===== config.mk =====
export PLATFORM = sky130hd
export DESIGN_NAME = boot_handoff_window
export DESIGN_NICKNAME = d
export VERILOG_FILES = /design/src/rtl/bhw_pkg.sv /design/src/rtl/bhw_decode.sv /design/src/rtl/bhw_cfg_regs.sv /design/src/rtl/bhw_handoff.sv /design/src/rtl/boot_handoff_window.sv
export SDC_FILE = /design/constraint.sdc
export NUM_CORES = 1
export LEC_CHECK = 0
export ABC_AREA = 1
export BUFFER_PORTS_ARGS = -buffer_cell sky130_fd_sc_hd__buf_2
export CORE_UTILIZATION = 55
export CTS_BUF_LIST = sky130_fd_sc_hd__clkbuf_2
export CTS_CLUSTER_SIZE = 10
export DETAILED_ROUTE_END_ITERATION = 12
export GPL_TIMING_DRIVEN = 1
export MAX_ROUTING_LAYER = met4
export PLACE_DENSITY = 0.95
export REMOVE_ABC_BUFFERS = 1
export SLEW_MARGIN = 40
export SYNTH_ARGS = -nofsm -noshare
export SYNTH_HDL_FRONTEND = slang
export SYNTH_SLANG_ARGS = --single-unit
export TNS_END_PERCENT = 20

===== constraint.sdc =====
create_clock -name clk -period 2.14 [get_ports clk]
set_clock_uncertainty 0.2 [all_clocks]
set_input_delay 0.107 -clock clk [delete_from_list [all_inputs] [get_ports clk]]
set_output_delay 0.107 -clock clk [all_outputs]
set_load 0.01 [all_outputs]

===== src/rtl/bhw_pkg.sv =====
// Package: shared constants and the decode result type for the boot handoff window.
// Assumes an 8-bit peripheral offset bus.
package bhw_pkg;
    localparam logic [7:0] OP_JMP_IND = 8'h6C;  // indirect jump opcode
    localparam logic [7:0] VEC_LO     = 8'hFC;  // reset vector, low byte
    localparam logic [7:0] VEC_HI     = 8'hFF;  // reset vector, high byte
    localparam logic [7:0] OP_STOP    = 8'hDB;  // stop opcode

    typedef enum logic [1:0] {
        HIT_NONE  = 2'd0,
        HIT_REG   = 2'd1,
        HIT_MAGIC = 2'd2
    } hit_e;
endpackage


===== src/rtl/bhw_decode.sv =====
// Module: bhw_decode
// Qualifies the strobes and classifies the offset into the register range,
// the magic range or nothing. Assumes strobes are synchronous to the clock.
module bhw_decode
    import bhw_pkg::*;
#(
    parameter logic [7:0] WIN_LO     = 8'h84,
    parameter int         NREG       = 4,
    parameter logic [7:0] MAGIC_BASE = 8'hF0,
    parameter int         NMAGIC     = 3
) (
    input  logic [7:0] pa_addr,
    input  logic       pa_rd_n,
    input  logic       pa_wr_n,
    input  logic       active,
    output logic       rd_ok,
    output logic       wr_ok,
    output hit_e       hit,
    output logic [1:0] idx
);
    localparam int REG_HI = int'(WIN_LO) + NREG - 1;
    localparam int MAG_HI = int'(MAGIC_BASE) + NMAGIC - 1;

    // Strobe qualification: exactly one strobe low, window live
    always_comb begin
        rd_ok = active && !pa_rd_n && pa_wr_n;
        wr_ok = active && !pa_wr_n && pa_rd_n;
    end

    // Range classification and index within the range
    always_comb begin
        hit = HIT_NONE;
        idx = 2'd0;
        if (int'(pa_addr) >= int'(WIN_LO) && int'(pa_addr) <= REG_HI) begin
            hit = HIT_REG;
            idx = 2'(pa_addr - WIN_LO);
        end else if (int'(pa_addr) >= int'(MAGIC_BASE) && int'(pa_addr) <= MAG_HI) begin
            hit = HIT_MAGIC;
            idx = 2'(pa_addr - MAGIC_BASE);
        end
    end
endmodule


===== src/rtl/bhw_cfg_regs.sv =====
// Module: bhw_cfg_regs
// Holds the four bootloader control registers and their readback mux.
// Assumes idx is valid whenever hit is HIT_REG.
module bhw_cfg_regs
    import bhw_pkg::*;
#(
    parameter int IMG_W  = 4,
    parameter int MAP_W  = 2,
    parameter int SRAM_W = 4
) (
    input  logic              clk,
    input  logic              rst_n,
    input  logic              wr_ok,
    input  hit_e              hit,
    input  logic [1:0]        idx,
    input  logic [7:0]        data_in,
    output logic [IMG_W-1:0]  img_q,
    output logic [MAP_W-1:0]  map_q,
    output logic [SRAM_W-1:0] sram_q,
    output logic              stop_mode,
    output logic [7:0]        rd_byte
);
    logic [7:0] ctl_q;
    logic       wr_hit;

    // Write qualifier for the register range
    always_comb wr_hit = wr_ok && (hit == HIT_REG);

    // Register update on an accepted write
    always_ff @(posedge clk) begin
        if (!rst_n) begin
            img_q  <= '0;
            map_q  <= '0;
            sram_q <= '0;
            ctl_q  <= '0;
        end else if (wr_hit) begin
            case (idx)
                2'd0:    img_q  <= data_in[IMG_W-1:0];
                2'd1:    map_q  <= data_in[MAP_W-1:0];
                2'd2:    sram_q <= data_in[SRAM_W-1:0];
                default: ctl_q  <= data_in;
            endcase
        end
    end

    // Readback mux, zero-extended
    always_comb begin
        case (idx)
            2'd0:    rd_byte = 8'(img_q);
            2'd1:    rd_byte = 8'(map_q);
            2'd2:    rd_byte = 8'(sram_q);
            default: rd_byte = ctl_q;
        endcase
        stop_mode = ctl_q[0];
    end

    // configuration changes only on an accepted write
    p_cfg_hold_r4: assert property (@(posedge clk) disable iff (!rst_n)
        !wr_hit |=> ($stable(img_q) && $stable(map_q) && $stable(sram_q) && $stable(ctl_q)));
endmodule


===== src/rtl/bhw_handoff.sv =====
// Module: bhw_handoff
// Produces the magic opcode bytes and owns the enable flag that the final
// byte fetch clears when its read strobe ends. Only reset sets it again.
module bhw_handoff
    import bhw_pkg::*;
(
    input  logic       clk,
    input  logic       rst_n,
    input  logic       rd_ok,
    input  logic       pa_rd_n,
    input  hit_e       hit,
    input  logic [1:0] idx,
    input  logic       stop_mode,
    output logic       active,
    output logic       magic_valid,
    output logic [7:0] magic_byte
);
    logic final_now;
    logic final_q;

    // Magic byte selection and validity for the current mode
    always_comb begin
        if (stop_mode) begin
            magic_valid = (idx == 2'd0);
            magic_byte  = OP_STOP;
        end else begin
            magic_valid = (idx <= 2'd2);
            case (idx)
                2'd0:    magic_byte = OP_JMP_IND;
                2'd1:    magic_byte = VEC_LO;
                default: magic_byte = VEC_HI;
            endcase
        end
        final_now = rd_ok && (hit == HIT_MAGIC) &&
                    (stop_mode ? (idx == 2'd0) : (idx == 2'd2));
    end

    // Remember a final-byte fetch; clear the enable when it ends
    always_ff @(posedge clk) begin
        if (!rst_n) begin
            final_q <= 1'b0;
            active  <= 1'b1;
        end else begin
            final_q <= final_now;
            if (final_q && !final_now)
                active <= 1'b0;
        end
    end

    // once cleared, the enable stays cleared until reset
    p_sticky_off_r9: assert property (@(posedge clk) disable iff (!rst_n)
        !active |=> !active);
    // the enable falls only after the read strobe has risen
    p_end_of_read_r7: assert property (@(posedge clk) disable iff (!rst_n)
        $fell(active) |-> $past(pa_rd_n));
endmodule


===== src/rtl/boot_handoff_window.sv =====
// Module: boot_handoff_window (top)
// Bootloader register window on the peripheral page with a self-disabling
// handoff sequence. Assumes bus strobes are synchronous to clk and that the
// external bus driver uses data_oe to gate data_out.
module boot_handoff_window
    import bhw_pkg::*;
#(
    parameter int         IMG_W      = 4,
    parameter int         MAP_W      = 2,
    parameter int         SRAM_W     = 4,
    parameter logic [7:0] WIN_LO     = 8'h84,
    parameter logic [7:0] MAGIC_BASE = 8'hF0
) (
    input  logic              clk,
    input  logic              rst_n,
    input  logic [7:0]        pa_addr,
    input  logic              pa_rd_n,
    input  logic              pa_wr_n,
    input  logic [7:0]        data_in,
    output logic [7:0]        data_out,
    output logic              data_oe,
    output logic [IMG_W-1:0]  img_sel,
    output logic [MAP_W-1:0]  map_mode,
    output logic [SRAM_W-1:0] sram_code,
    output logic              boot_overlay_en,
    output logic              win_active
);
    localparam int NREG   = 4;
    localparam int NMAGIC = 3;

    logic       rd_ok, wr_ok, active, stop_mode, magic_valid;
    hit_e       hit;
    logic [1:0] idx;
    logic [7:0] reg_byte, magic_byte;

    bhw_decode #(.WIN_LO(WIN_LO), .NREG(NREG), .MAGIC_BASE(MAGIC_BASE), .NMAGIC(NMAGIC)) u_dec (
        .pa_addr(pa_addr), .pa_rd_n(pa_rd_n), .pa_wr_n(pa_wr_n), .active(active),
        .rd_ok(rd_ok), .wr_ok(wr_ok), .hit(hit), .idx(idx));

    bhw_cfg_regs #(.IMG_W(IMG_W), .MAP_W(MAP_W), .SRAM_W(SRAM_W)) u_regs (
        .clk(clk), .rst_n(rst_n), .wr_ok(wr_ok), .hit(hit), .idx(idx), .data_in(data_in),
        .img_q(img_sel), .map_q(map_mode), .sram_q(sram_code),
        .stop_mode(stop_mode), .rd_byte(reg_byte));

    bhw_handoff u_hand (
        .clk(clk), .rst_n(rst_n), .rd_ok(rd_ok), .pa_rd_n(pa_rd_n), .hit(hit), .idx(idx),
        .stop_mode(stop_mode), .active(active), .magic_valid(magic_valid),
        .magic_byte(magic_byte));

    // Output enable and data selection for the block's own reads
    always_comb begin
        data_oe  = rd_ok && ((hit == HIT_REG) || (hit == HIT_MAGIC && magic_valid));
        data_out = 8'h00;
        if (data_oe)
            data_out = (hit == HIT_REG) ? reg_byte : magic_byte;
        boot_overlay_en = active;
        win_active      = active;
    end

    // console-owned offsets are never answered
    p_console_space_r2: assert property (@(posedge clk) disable iff (!rst_n)
        data_oe |-> (pa_addr >= WIN_LO));
    // drive only during a clean read strobe
    p_read_only_r3: assert property (@(posedge clk) disable iff (!rst_n)
        data_oe |-> (!pa_rd_n && pa_wr_n));
    // nothing is driven after handoff
    p_silent_after_r8: assert property (@(posedge clk) disable iff (!rst_n)
        !win_active |-> !data_oe);
    // first jump byte is the indirect jump opcode
    p_jump_byte_r5: assert property (@(posedge clk) disable iff (!rst_n)
        (data_oe && pa_addr == MAGIC_BASE && !stop_mode) |-> (data_out == 8'h6C));
    // stop mode answers with the stop opcode
    p_stop_byte_r6: assert property (@(posedge clk) disable iff (!rst_n)
        (data_oe && pa_addr == MAGIC_BASE && stop_mode) |-> (data_out == 8'hDB));
endmodule


Yosys cells after proc, flatten, opt, wreduce, memory -nomap -nowiden:

Index checks and enable logic that the tools add are counted.

* register bits after elaboration: 20
* input bits: 20
* output and inout port bits: 21
* logic and storage cells: 51

* add/subtract/negate cells: 2
* magnitude comparators: 5
* equality and inequality tests: 4
* muxes and demuxes: 11
* bitwise logic cells: 1
* reductions and logical operators: 22

Operators with widths (count)
* 8-bit 2-to-1 mux: 3
* 8-bit case mux with 3 select lines: 1
* 8-bit >= comparator, second input constant: 2
* 8-bit less-or-equal comparator, second input constant: 2
* 8-bit case mux with 2 select lines: 1
* 1-bit logical AND: 12
* 2-bit 2-to-1 mux: 4
* 2-bit AND reduction: 4
* 2-bit by 1-bit equality test with 1-bit output, second input constant: 2
* 2-bit equality test, second input constant: 2
* 2-bit by 1-bit subtractor with 2-bit output, second input constant: 2
* 1-bit zero test: 3
* 3-bit OR reduction: 1
* 2-bit less-or-equal comparator, second input constant: 1
* 2-bit zero test: 1
* 1-bit 2-to-1 mux: 2
* 1-bit logical OR: 1
* 1-bit NOT: 1

Depth between registers and ports, before layout:

Gate-level depths: netlist of the first run.

* depth after elaboration: 10
* depth in mapped cells: 11
* depth with buffers taken out: 11

Cells and area by module:

A second synthesis of the first run with hierarchy kept.

* cells, all modules: 254
* area total of the unflattened synthesis: 1445.1 um^2

By module, submodules not included
* bhw_cfg_regs: instances 1, cells each 146, area an instance 914.6 um^2, sequential area each 360.3 um^2
* boot_handoff_window: instances 1, cells each 49, area an instance 224.0 um^2, sequential area each 0.0 um^2
* bhw_handoff: instances 1, cells each 29, area an instance 172.7 um^2, sequential area each 40.0 um^2
* bhw_decode: instances 1, cells each 30, area an instance 133.9 um^2, sequential area each 0.0 um^2

Least setup slack after synthesis of the first run:

Ideal clock, no wire load.

* path type: input to output
* from: input port pa_addr[0]
* to: output port data_out[5]
* arrival time: 1.108 ns
* required time: 1.833 ns
* setup slack: 0.725 ns
* stages on the path: 11
* buffers on the path: 1
* path through: buf_4 nand2_1 inv_2 nor2_2 nand2_2 nand2_4 o211ai_2 nand2_1 nand2_2 nand2_2 a21oi_1

* word-level cells in the longest chain between the ends: 10
* elaborated cells between the ends (all ways): 25
* classes of those cells: add/sub: 2; order compare: 5; eq/ne: 4; mux: 8; reduce/logical: 6

Ends and longest elaborated chain
* from (decl): line boot_handoff_window.sv:16 `input logic [7:0] pa_addr,`
* 8-bit >= comparator / 8-bit less-or-equal comparator (equally long branches): line bhw_decode.sv:37 `end else if (int'(pa_addr) >= int'(MAGIC_BASE) && int'(pa_addr) <= MAG_HI) begin`
* 1-bit logical AND: line bhw_decode.sv:37
* 2-bit 2-to-1 mux: line bhw_decode.sv:37
* 2-bit 2-to-1 mux: line bhw_decode.sv:34 `if (int'(pa_addr) >= int'(WIN_LO) && int'(pa_addr) <= REG_HI) begin`
* 2-bit less-or-equal comparator / 2-bit zero test (equally long branches): line bhw_handoff.sv:27, bhw_cfg_regs.sv:48, bhw_handoff.sv:24
* 1-bit 2-to-1 mux: line bhw_handoff.sv:23 `if (stop_mode) begin`
* 1-bit logical AND: line boot_handoff_window.sv:52 `data_oe = rd_ok && ((hit == HIT_REG) || (hit == HIT_MAGIC && magic_valid));`
* 1-bit logical OR: line boot_handoff_window.sv:52
* 1-bit logical AND: line boot_handoff_window.sv:52
* 8-bit 2-to-1 mux *: line boot_handoff_window.sv:54 `if (data_oe)`
* to (decl): line boot_handoff_window.sv:20 `output logic [7:0] data_out,`

Every way passes the cells marked *; elsewhere a longest branch is shown, timed or not.

Worst setup path in the final report of the first run:

* from: register u_hand.active
* to: output port data_out[4]

* word-level cells in the longest chain between the ends: 4

Ends and longest elaborated chain
* from (decl): line bhw_handoff.sv:14 `output logic active,`
* from (signal assigned): line bhw_handoff.sv:42 `active <= 1'b1;`
* from (signal assigned): line bhw_handoff.sv:46 `active <= 1'b0;`
* 1-bit logical AND (2 in a row): line bhw_decode.sv:26 `rd_ok = active && !pa_rd_n && pa_wr_n;`
* 1-bit logical AND: line boot_handoff_window.sv:52
* 8-bit 2-to-1 mux: line boot_handoff_window.sv:54

No other way between the ends.

==> impl_metrics.tcl, run 1 <==
set metrics [dict create \
    status "finished, final reports clean" \
    synth.top_cell.area_share_pct 34.4 \
    start_util_pct 58.8 \
    stdcell_count 258 \
    clk_latency_ps 300 \
    ys_warn_count 0 \
    grt_max_degree 21 \
    synthSimpleGateAreaFrac_pct 33.6 \
    drc 0 \
    crit_fanout 6 \
    diodes 0 \
    post-cts-setup-buffers 0 \
    path_buf_inv 2 \
    clk_pin_slew_worst_paths_ps 180 \
    setup_viol 0 \
    crit_slowest_cell "dfxtp_1" \
    grt_pass1_vias 1132 \
    core_mm2 0.00198 \
    multiInputGateArea_um2 626 \
    die-area_mm2 0.00231 \
    fmax_mhz 490 \
    drt_iter0_drc 51 \
    synthDistinctLibCells 25 \
    synth_xor_xnor_area_share_pct 0 \
    holdWs_ps 35.2 \
    fin_crit_ps 2040 \
    timing.final.crit_share_pct 95.4 \
    ys_seq_elements 20 \
    holdPathStages 4 \
    drv_cap 0 \
    drt_wl_total_um 3270 \
    hold_viol 0 \
    cts_buffers 3 \
    gp_congestion 0.837 \
    synth_compound_area_share_pct 19.3 \
    dp.cells 239 \
    critical_path_arrival_ps 1730 \
    fp.dieW_um 48.0 \
    cts_buffer_depth 2 \
    synth_top_family_by_area "simple AND/OR/NAND/NOR gates" \
    cts_tree "yes" \
    syn_to_final_growth_pct 32.7 \
    reg2reg_from "u_hand.active" \
    critPathKind "register to primary output" \
    p_leak_nw 0.790 \
    yosysTopAreaCell "dfxtp_1" \
    cts_sinks 20 \
    vias_per_cell 5.26 \
    finish.net_count 252 \
    slowest_delay_ps 490 \
    r2r-end "u_regs.img_q[3]" \
    max-vdd-ir-drop_mv 0.446 \
    dp_hpwl_um 2170 \
    drtAntennaViolNets 0 \
    grt_pass1_wl_um 4680 \
    cp_top_family "simple AND/OR/NAND/NOR gates" \
    worstPathCellList "inv_1 -> nor3_2 -> nand3_1 -> nor2_1 -> buf_2" \
    grt_usage_pct 30.1 \
    end_kind "primary output" \
    vias 1358 \
    gr-total-overflow 0 \
    layout-drive-gt1-share_pct 26.8 \
    drt_first_pass_iters 4 \
    powerDensity_mw_per_mm2 402 \
    portBuffers 40 \
    reg2reg_depth 6 \
    yosys-top-cells-area "dfxtp_1, nand2_1, inv_1, a21oi_1, nor2_1" \
    worstHoldPathType "input pin to register" \
    num_rows 16 \
    hold_path_end "u_hand.final_q" \
    n_fill_cell 151 \
    worstPathRequired_ps 1830 \
    final_max_slew_viol_count 0 \
    die_h_um 48.0 \
    antenna_found_initial 0 \
    synth.avg_cell_area_um2 6.58 \
    io_pins 41 \
    h-tree-depth 1 \
    regArea_um2 400 \
    reg2reg_slack_ps 170 \
    ys_seq_area_share_pct 34.4 \
    routedWlPerCell_um 12.7 \
    yosys.area_share.adder_pct 0 \
    max_slew.worst_pin.slew_ps 352 \
    hold_start "pa_addr[1]" \
    synthCells 177 \
    slew_headroom_pct 76.6 \
    synth_mux_area_share_pct 0 \
    worst_setup_path_start_kind "register" \
    cts_root_buf "clkbuf_2" \
    synth_area_mm2 0.00116 \
]
worst reg2reg max path, delay by kind of cell, from the launching register on:
| kind | cells | cell delay, ps |
|---|---|---|
| DFF | 1 | 490 |
| and+or+nand+nor | 4 | 490 |
| buffers and inverters | 1 | 570 |
| AOI/OAI and AO/OA | 1 | 140 |
repair_timing:
item / CTS / global route
endpoints found under the hold margin: 20 / 0
endpoints found under the setup margin: 0 / 4
hold buffers: 15 / 0
resized for setup: 0 / 1
metrics by stage:
step | area, µm² | power, mW | worst slack (ps) | utilization (%) | setup TNS [ps]
after floorplan | 1130 | 0.414 | 605 | - | 0
after global placement | 1370 | 0.448 | 456 | 69.0 | 0
after detailed placement | 1370 | 0.450 | 320 | 69.0 | 0
after CTS | 1540 | 0.616 | 124 | 77.5 | 0
after global routing | 1550 | 0.650 | -23.4 | 78.0 | -38.9
final | 1550 | 0.621 | 98.5 | 78.0 | 0
Yosys cell counts:
cell / count
o211ai_2: 1
nand3_2: 2
nor2_1: 25
buf_6: 1
nand2_4: 2
nor2_2: 3
nand4_2: 1
a21oi_2: 1
nand2_1: 28
inv_2: 2
buf_2: 1
nor3_2: 1
nand4_1: 3
nand2_2: 3
o21ai_0: 17
buf_4: 2
nor2_4: 1
clkbuf_1: 2
dfxtp_1: 20
o21ai_1: 2
nand3_1: 9
inv_1: 27
nand3b_1: 2
o21ai_2: 1
a21oi_1: 20
final cells by class:
| cell class | instances | share of cell area [%] |
|---|---|---|
| clock inverters | 1 | 0.243 |
| inverters | 29 | 7.04 |
| well taps | 27 | 2.19 |
| clock buffers | 3 | 0.972 |
| flip-flops and latches | 20 | 25.9 |
| repair buffers | 56 | 23.2 |
| multi-input cells | 122 | 40.5 |
routing by layer:
layer | wire [µm] | GRT usage, % | vias up
li1 | - | - | 674
met2 | 1590 | 48.4 | 63
met3 | 161 | 3.40 | 21
met1 | 1380 | 36.6 | 600
met4 | 133 | 16.1 | 0
met5 | 0 | - | -
where the power goes:
group / switching (mW) / internal, mW
Sequential: 0.000334 / 0.373
Clock: 0.112 / 0.0406
Combinational: 0.0512 / 0.0429
Total: 0.164 / 0.457
worst max-delay path by stage:
stage / from / endpoint / slack (ps) / depth (start not counted)
floorplan: pa_addr[2] / u_regs.ctl_q[0] / 600 / 7
global placement: pa_addr[2] / u_regs.ctl_q[6] / 460 / 8
detailed placement: pa_addr[2] / u_regs.ctl_q[1] / 320 / 8
CTS: pa_addr[2] / u_regs.ctl_q[5] / 120 / 9
global route: u_hand.active / data_out[4] / -20 / 5
finish: u_hand.active / data_out[4] / 100 / 5
state kept, by name, indices dropped and copies added, names as in the netlist:
| name | cells |
|---|---|
| u_hand.active | 1 |
| u_regs.map_q | 2 |
| u_regs.sram_q | 4 |
| u_regs.img_q | 4 |
| u_hand.final_q | 1 |
| u_regs.ctl_q | 8 |
placed cells by master, fill, tap and decap left out:
master         netlist  layout
nor2_2               3       3
nor2_1              25      25
nand2_1             28      28
buf_4                2       1
nand3b_1             2       2
a21oi_2              1       1
clkbuf_2             0       3
nand4_1              3       3
dlygate4sd3_1        0      15
o21ai_1              2       2
inv_2                2       2
o211ai_2             1       1
o21ai_0             17      17
inv_1               27      27
nand3_1              9       9
nor3_2               1       1
dfxtp_1             20      20
nand2_4              2       2
nand3_2              2       2
a21oi_1             20      20
nor2_4               1       1
clkinv_1             0       1
nand2_2              3       3
o21ai_2              1       1
nand4_4              0       1
buf_2                1      40
cell families after synthesis:
kind of cell	after synthesis
AO/OA/AOI/OAI	42
buffers and inverters	35
flip-flops	20
AND/OR/NAND/NOR	80
Power figures use the tool's default switching activity.
==> run 2, diff against run 1 <==
--- a/config.mk
+++ b/config.mk
@@ -6,14 +6,14 @@
 export NUM_CORES = 1
 export LEC_CHECK = 0
 export ABC_AREA = 1
-export BUFFER_PORTS_ARGS = -buffer_cell sky130_fd_sc_hd__buf_2
-export CORE_UTILIZATION = 55
+export CORE_UTILIZATION = 65
 export CTS_BUF_LIST = sky130_fd_sc_hd__clkbuf_2
 export CTS_CLUSTER_SIZE = 10
 export DETAILED_ROUTE_END_ITERATION = 12
+export DONT_BUFFER_PORTS = 1
 export GPL_TIMING_DRIVEN = 1
 export MAX_ROUTING_LAYER = met4
-export PLACE_DENSITY = 0.95
+export PLACE_DENSITY = 0.9
 export REMOVE_ABC_BUFFERS = 1
 export SLEW_MARGIN = 40
 export SYNTH_ARGS = -nofsm -noshare
==> constraint.sdc (replaced) <==
create_clock -name clk -period 2.14 [get_ports clk]
set_clock_uncertainty 0.2 [all_clocks]
set_input_delay 0.107 -clock clk [delete_from_list [all_inputs] [get_ports clk]]
set_output_delay 0.107 -clock clk [all_outputs]
set_load 0.005 [all_outputs]
==> impl_metrics.tcl, run 2 (synthesized netlist as in run 1, its figures left out) <==
set metrics [dict create \
    status "finished, final reports clean" \
    place_ws_ps 541 \
    finish.net_count 212 \
    die_h_um 44.3 \
    critical_path_arrival_ps 2010 \
    max-vdd-ir-drop_mv 0.434 \
    p_sw_share_pct 22.9 \
    setup_slack_ps 199 \
    n_fill_cell 97 \
    syn_to_final_growth_pct 16.8 \
    cts_buffers 3 \
    vias 1253 \
    clk_pin_slew_worst_paths_ps 210 \
    hold_viol 0 \
    largest_register_ffs 8 \
    antenna_found_initial 0 \
    cts_root_buf "clkbuf_2" \
    end_kind "register" \
    num_rows 14 \
    startpoint "u_hand.active" \
    fin_crit_ps 1940 \
    worstHoldPathType "input pin to register" \
    met3_usage_pct 6.94 \
    post-cts-setup-buffers 0 \
    reg_top3 "u_regs.ctl_q: 8 flops, u_regs.img_q: 4 flops, u_regs.sram_q: 4 flops" \
    timing.final.crit_share_pct 90.7 \
    grt_setup_unrepaired "false" \
    holdWs_ps 47.3 \
    slowest_delay_ps 590 \
    grt_max_degree 21 \
    drt_first_pass_iters 5 \
    fp.dieW_um 44.3 \
    grt_pass1_wl_um 4990 \
    worstPathRequired_ps 2210 \
    crit_fanout 6 \
    cts_buffer_depth 2 \
    drv_cap 0 \
    portBuffers 0 \
    p_switching_mw 0.167 \
    clk_latency_ps 340 \
    dp_hpwl_um 2100 \
    vias_per_cell 5.83 \
    combinationalPowerShare_pct 9.7 \
    top_register "u_regs.ctl_q" \
    final_max_slew_viol_count 0 \
    final_cell_mix "nand2_1, inv_1, nor2_1, a21oi_1, dfxtp_1" \
    cts_sinks 20 \
    routedWlPerCell_um 14.8 \
    holdPathStages 4 \
    postPlaceCellArea_mm2 0.00116 \
    worst_setup_path_start_kind "register" \
    drt_wl_total_um 3190 \
    die-area_mm2 0.00197 \
    layout_commonest_cell "nand2_1" \
    reg2reg_slack_ps 200 \
    critPathKind "register to register" \
    total_power_mw 0.732 \
    drt_iter0_drc 100 \
    slew_headroom_pct 61.2 \
    seqPwrFrac_pct 51.1 \
    busiest_layer "met2" \
    max_slew.worst_pin.slew_ps 579 \
    gr-total-overflow 0 \
    grt_pass1_vias 1200 \
    clkPwrFrac_pct 39.2 \
    drc 0 \
    reg2reg_from "u_hand.active" \
    hold_start "pa_addr[1]" \
    grt_usage_pct 35.8 \
    core_mm2 0.00159 \
    gp_congestion 0.844 \
    met1_usage_pct 39.6 \
    start_util_pct 73.1 \
    h-tree-depth 1 \
    fmax_mhz 515 \
    intPower_mw 0.565 \
    crit_slowest_cell "dlygate4sd3_1" \
    grtUsageMet2_pct 61.2 \
    p_leak_nw 0.616 \
    diodes 0 \
    drtAntennaViolNets 0 \
    powerDensity_mw_per_mm2 538 \
    reg2reg_depth 6 \
    layout-drive-gt1-share_pct 12.6 \
    final_area_mm2 0.00136 \
    cts_tree "yes" \
    worstPathCellList "nand3_1 -> nor2_4 -> nand4_1 -> dlygate4sd3_1 -> o21ai_0 -> nor2_1" \
    tns_ps 0 \
    io_pins 41 \
    regArea_um2 402 \
    multiInputGateArea_um2 617 \
    setup_viol 0 \
]
-- run 2: cell count changes in the layout (fill, tap and decap cells not counted), sizes merged --
cell | previous run | this run
buf | 41 | 1
bufinv | 0 | 1
clkinv | 1 | 0
-- run 2: power groups by stage --
| stage | Combinational [mW] | Sequential, mW | Clock (mW) |
|---|---|---|---|
| 2_1_floorplan | 0.0323 | 0.381 | 0 |
| 3_5_place_dp | 0.0385 | 0.381 | 0 |
| 6_report | 0.0712 | 0.374 | 0.287 |
| 4_1_cts | 0.0686 | 0.374 | 0.287 |
| 3_3_place_gp | 0.0364 | 0.381 | 0 |
| 5_1_grt | 0.0773 | 0.374 | 0.300 |
-- run 2: layer usage --
layer,vias up,share of wire [%]
li1,592,-
met1,549,39
met2,88,47
met3,24,9.3
met4,0,4.3
met5,-,0
-- run 2: worst paths after layout --
path                 endpoint
min reg2reg   u_regs.ctl_q[3]
min          u_regs.sram_q[2]
max           u_regs.map_q[1]
max reg2reg   u_regs.map_q[1]
-- run 2: critical path, delay by kind of cell (launching register included) --
kind            cells  cell delay, ps
simple gates        4             490
flops               1             450
buf+inv             1             590
compound gates      1             150
-- run 2: what timing repair did --
item                       CTS  global route
resized for setup            0             1
hold endpoints to repair    20             0
hold buffers                15             0
setup endpoints to repair    0             3
-- run 2: final cells by class --
class / count / area share, %
clock buffers: 3 / 1.10
clock inverters: 1 / 2.21
inverters: 29 / 8.00
multi-input cells: 122 / 45.4
flip-flops and latches: 20 / 29.5
well taps: 24 / 2.21
repair buffers: 16 / 11.6
-- run 2: through the flow --
step                utilization [%]  cells
floorplan                         -    171
global placement               73.0    196
detailed placement             73.0    196
CTS                            85.2    215
global route                   85.3    215
finish                         85.3    215
==> run 3, diff against run 2 <==
--- a/config.mk
+++ b/config.mk
@@ -5,7 +5,6 @@
 export SDC_FILE = /design/constraint.sdc
 export NUM_CORES = 1
 export LEC_CHECK = 0
-export ABC_AREA = 1
 export CORE_UTILIZATION = 65
 export CTS_BUF_LIST = sky130_fd_sc_hd__clkbuf_2
 export CTS_CLUSTER_SIZE = 10
==> impl_metrics.tcl, run 3 <==
set metrics [dict create \
    ys_warn_count 0 \
    worstPathRequired_ps 2160 \
    ys_seq_elements 20 \
    core_mm2 0.00154 \
    diodes 0 \
    final_cell_mix "nand2_1, dfxtp_1, nand3_1, dlygate4sd3_1, o21ai_0" \
    io_pins 41 \
    tns_ps 0 \
    status "finished, final reports clean" \
    vias 979 \
    timing.final.crit_share_pct 94.3 \
    worstHoldPathType "input pin to register" \
    drc 0 \
    grt_usage_pct 31.2 \
    regArea_um2 400 \
    cts_buffers 3 \
    vias_per_cell 6.36 \
    critical_path_arrival_ps 2040 \
    cts_root_buf "clkbuf_2" \
    fp.dieW_um 43.2 \
    top_register "u_regs.ctl_q" \
    powerDensity_mw_per_mm2 473 \
    max_slew.worst_pin.slew_ps 471 \
    postCtsHoldBufs 16 \
    final_max_slew_viol_count 0 \
    layout_commonest_cell "nand2_1" \
    yosys-top-cells-area "dfxtp_1, nand3_1, nand2_1, o21ai_0, mux2i_1" \
    max-vdd-ir-drop_mv 0.356 \
    reg2reg_slack_ps 120 \
    h-tree-depth 1 \
    setup_viol 0 \
    synth.top_cell.area_share_pct 36.2 \
    drt_first_pass_iters 5 \
    start_util_pct 71.7 \
    n_fill_cell 113 \
    finish.net_count 160 \
    die_h_um 43.2 \
    synthCells 129 \
    synthArstFlopShare_pct 0 \
    synth_area_mm2 0.00110 \
    grt_max_degree 29 \
    portBuffers 0 \
    slew_headroom_pct 68.2 \
    gr-total-overflow 0 \
    ys_seq_area_share_pct 36.2 \
    hold_path_end "u_regs.img_q[1]" \
    clk_latency_ps 320 \
    worst_setup_path_start_kind "register" \
    final_area_mm2 0.00123 \
    antenna_found_initial 0 \
    fin_crit_ps 2020 \
    drv_cap 0 \
    reg2reg_from "u_hand.active" \
    die-area_mm2 0.00187 \
    yosys.cell_count.top_type "nand2_1" \
    reg2reg_depth 4 \
    r2r-end "u_regs.sram_q[2]" \
    grt_pass1_vias 975 \
    drtAntennaViolNets 0 \
    dp_hpwl_um 1720 \
    ctsResizeCount 0 \
    gp_congestion 0.883 \
    drt_iter0_drc 22 \
    hold_viol 0 \
    multiInputGateArea_um2 624 \
    layout-drive-gt1-share_pct 10.9 \
    fmax_mhz 495 \
    yosysTopAreaCell "dfxtp_1" \
    holdWs_ps 1.85 \
    synth-edff-count 0 \
    cts_buffer_depth 2 \
    reg_top3 "u_regs.ctl_q: 8 flops, u_regs.img_q: 4 flops, u_regs.sram_q: 4 flops" \
    grt_setup_unrepaired "false" \
    routedWlPerCell_um 16.7 \
    post-cts-setup-buffers 0 \
    ys_top_cells_by_count "nand2_1, dfxtp_1, nand3_1" \
    grt_pass1_wl_um 4280 \
    synth.avg_cell_area_um2 8.56 \
    synthDistinctLibCells 38 \
    num_rows 14 \
    postPlaceCellArea_mm2 0.00106 \
    clk_pin_slew_worst_paths_ps 180 \
    drt_wl_total_um 2570 \
    end_kind "register" \
    hold_start "pa_addr[6]" \
    crit_fanout 6 \
    p_leak_nw 0.533 \
    syn_to_final_growth_pct 11.3 \
    critPathKind "register to register" \
    cts_sinks 20 \
    synth_ff_type "dfxtp_1" \
    largest_register_ffs 8 \
    cts_tree "yes" \
    holdPathStages 3 \
]
run 3: cell types whose count changed after synthesis, sizes merged, moves of 6 or more:
cell and delta:
inv -27, nor2 -25, a21oi -16, nand2 -12, nand3 +7, o21ai -7
mux2i +6
run 3: worst max-delay path by stage:
stage	endpoint	slack [ps]	from
5_1_grt	data_out[6]	30	u_regs.ctl_q[0]
3_3_place_gp	u_regs.img_q[2]	580	u_hand.active
2_1_floorplan	u_regs.ctl_q[0]	530	u_hand.active
4_1_cts	u_regs.sram_q[2]	40	rst_n
6_report	u_regs.sram_q[2]	120	u_hand.active
3_5_place_dp	u_regs.img_q[3]	530	u_hand.active
run 3: per-layer routing:
layer | vias up | track usage, % | wire length, µm
li1 | 477 | - | -
met1 | 461 | 35.0 | 1040
met2 | 36 | 51.9 | 1330
met3 | 5 | 8.94 | 164
met4 | 0 | 12.1 | 32
met5 | - | - | 0
run 3: area by class of cell:
type	instances	share of cell area (%)
multi-input combinational	96	50.8
tap	16	1.63
timing repair buffer	17	13.2
clock buffer	3	1.22
sequential	20	32.6
inverter	2	0.610
run 3: cell families after synthesis:
family	after synthesis	share of synthesized area, %
AOI/OAI and AO/OA	23	11.3
xor gates and xnor gates	1	0.793
buffers and inverters	13	7.25
DFF	20	36.2
muxes	11	12.9
and+or+nand+nor	61	31.5
run 3: where the power goes:
group	switching [mW]	total, mW	internal (mW)	leakage [nW]
Sequential	0.000215	0.373	0.373	0.161
Clock	0.111	0.149	0.0382	0.0125
Combinational	0.0292	0.0597	0.0305	0.359
run 3: worst max-delay path, cell delays in order (launching register included):
cell	delay, ps
dfxtp_1	470
and3b_2	290
nand4b_2	230
mux2i_1	180
dlygate4sd3_1	560
run 3: stage by stage:
step           std cells  utilization [%]  setup slack [ps]  power, mW
2_1_floorplan        118                -               532      0.407
3_3_place_gp         135             68.8               575      0.410
3_5_place_dp         135             68.8               529      0.411
4_1_cts              154             80.1              39.2      0.578
5_1_grt              154             79.8              25.1      0.601
6_report             154             79.8               122      0.582
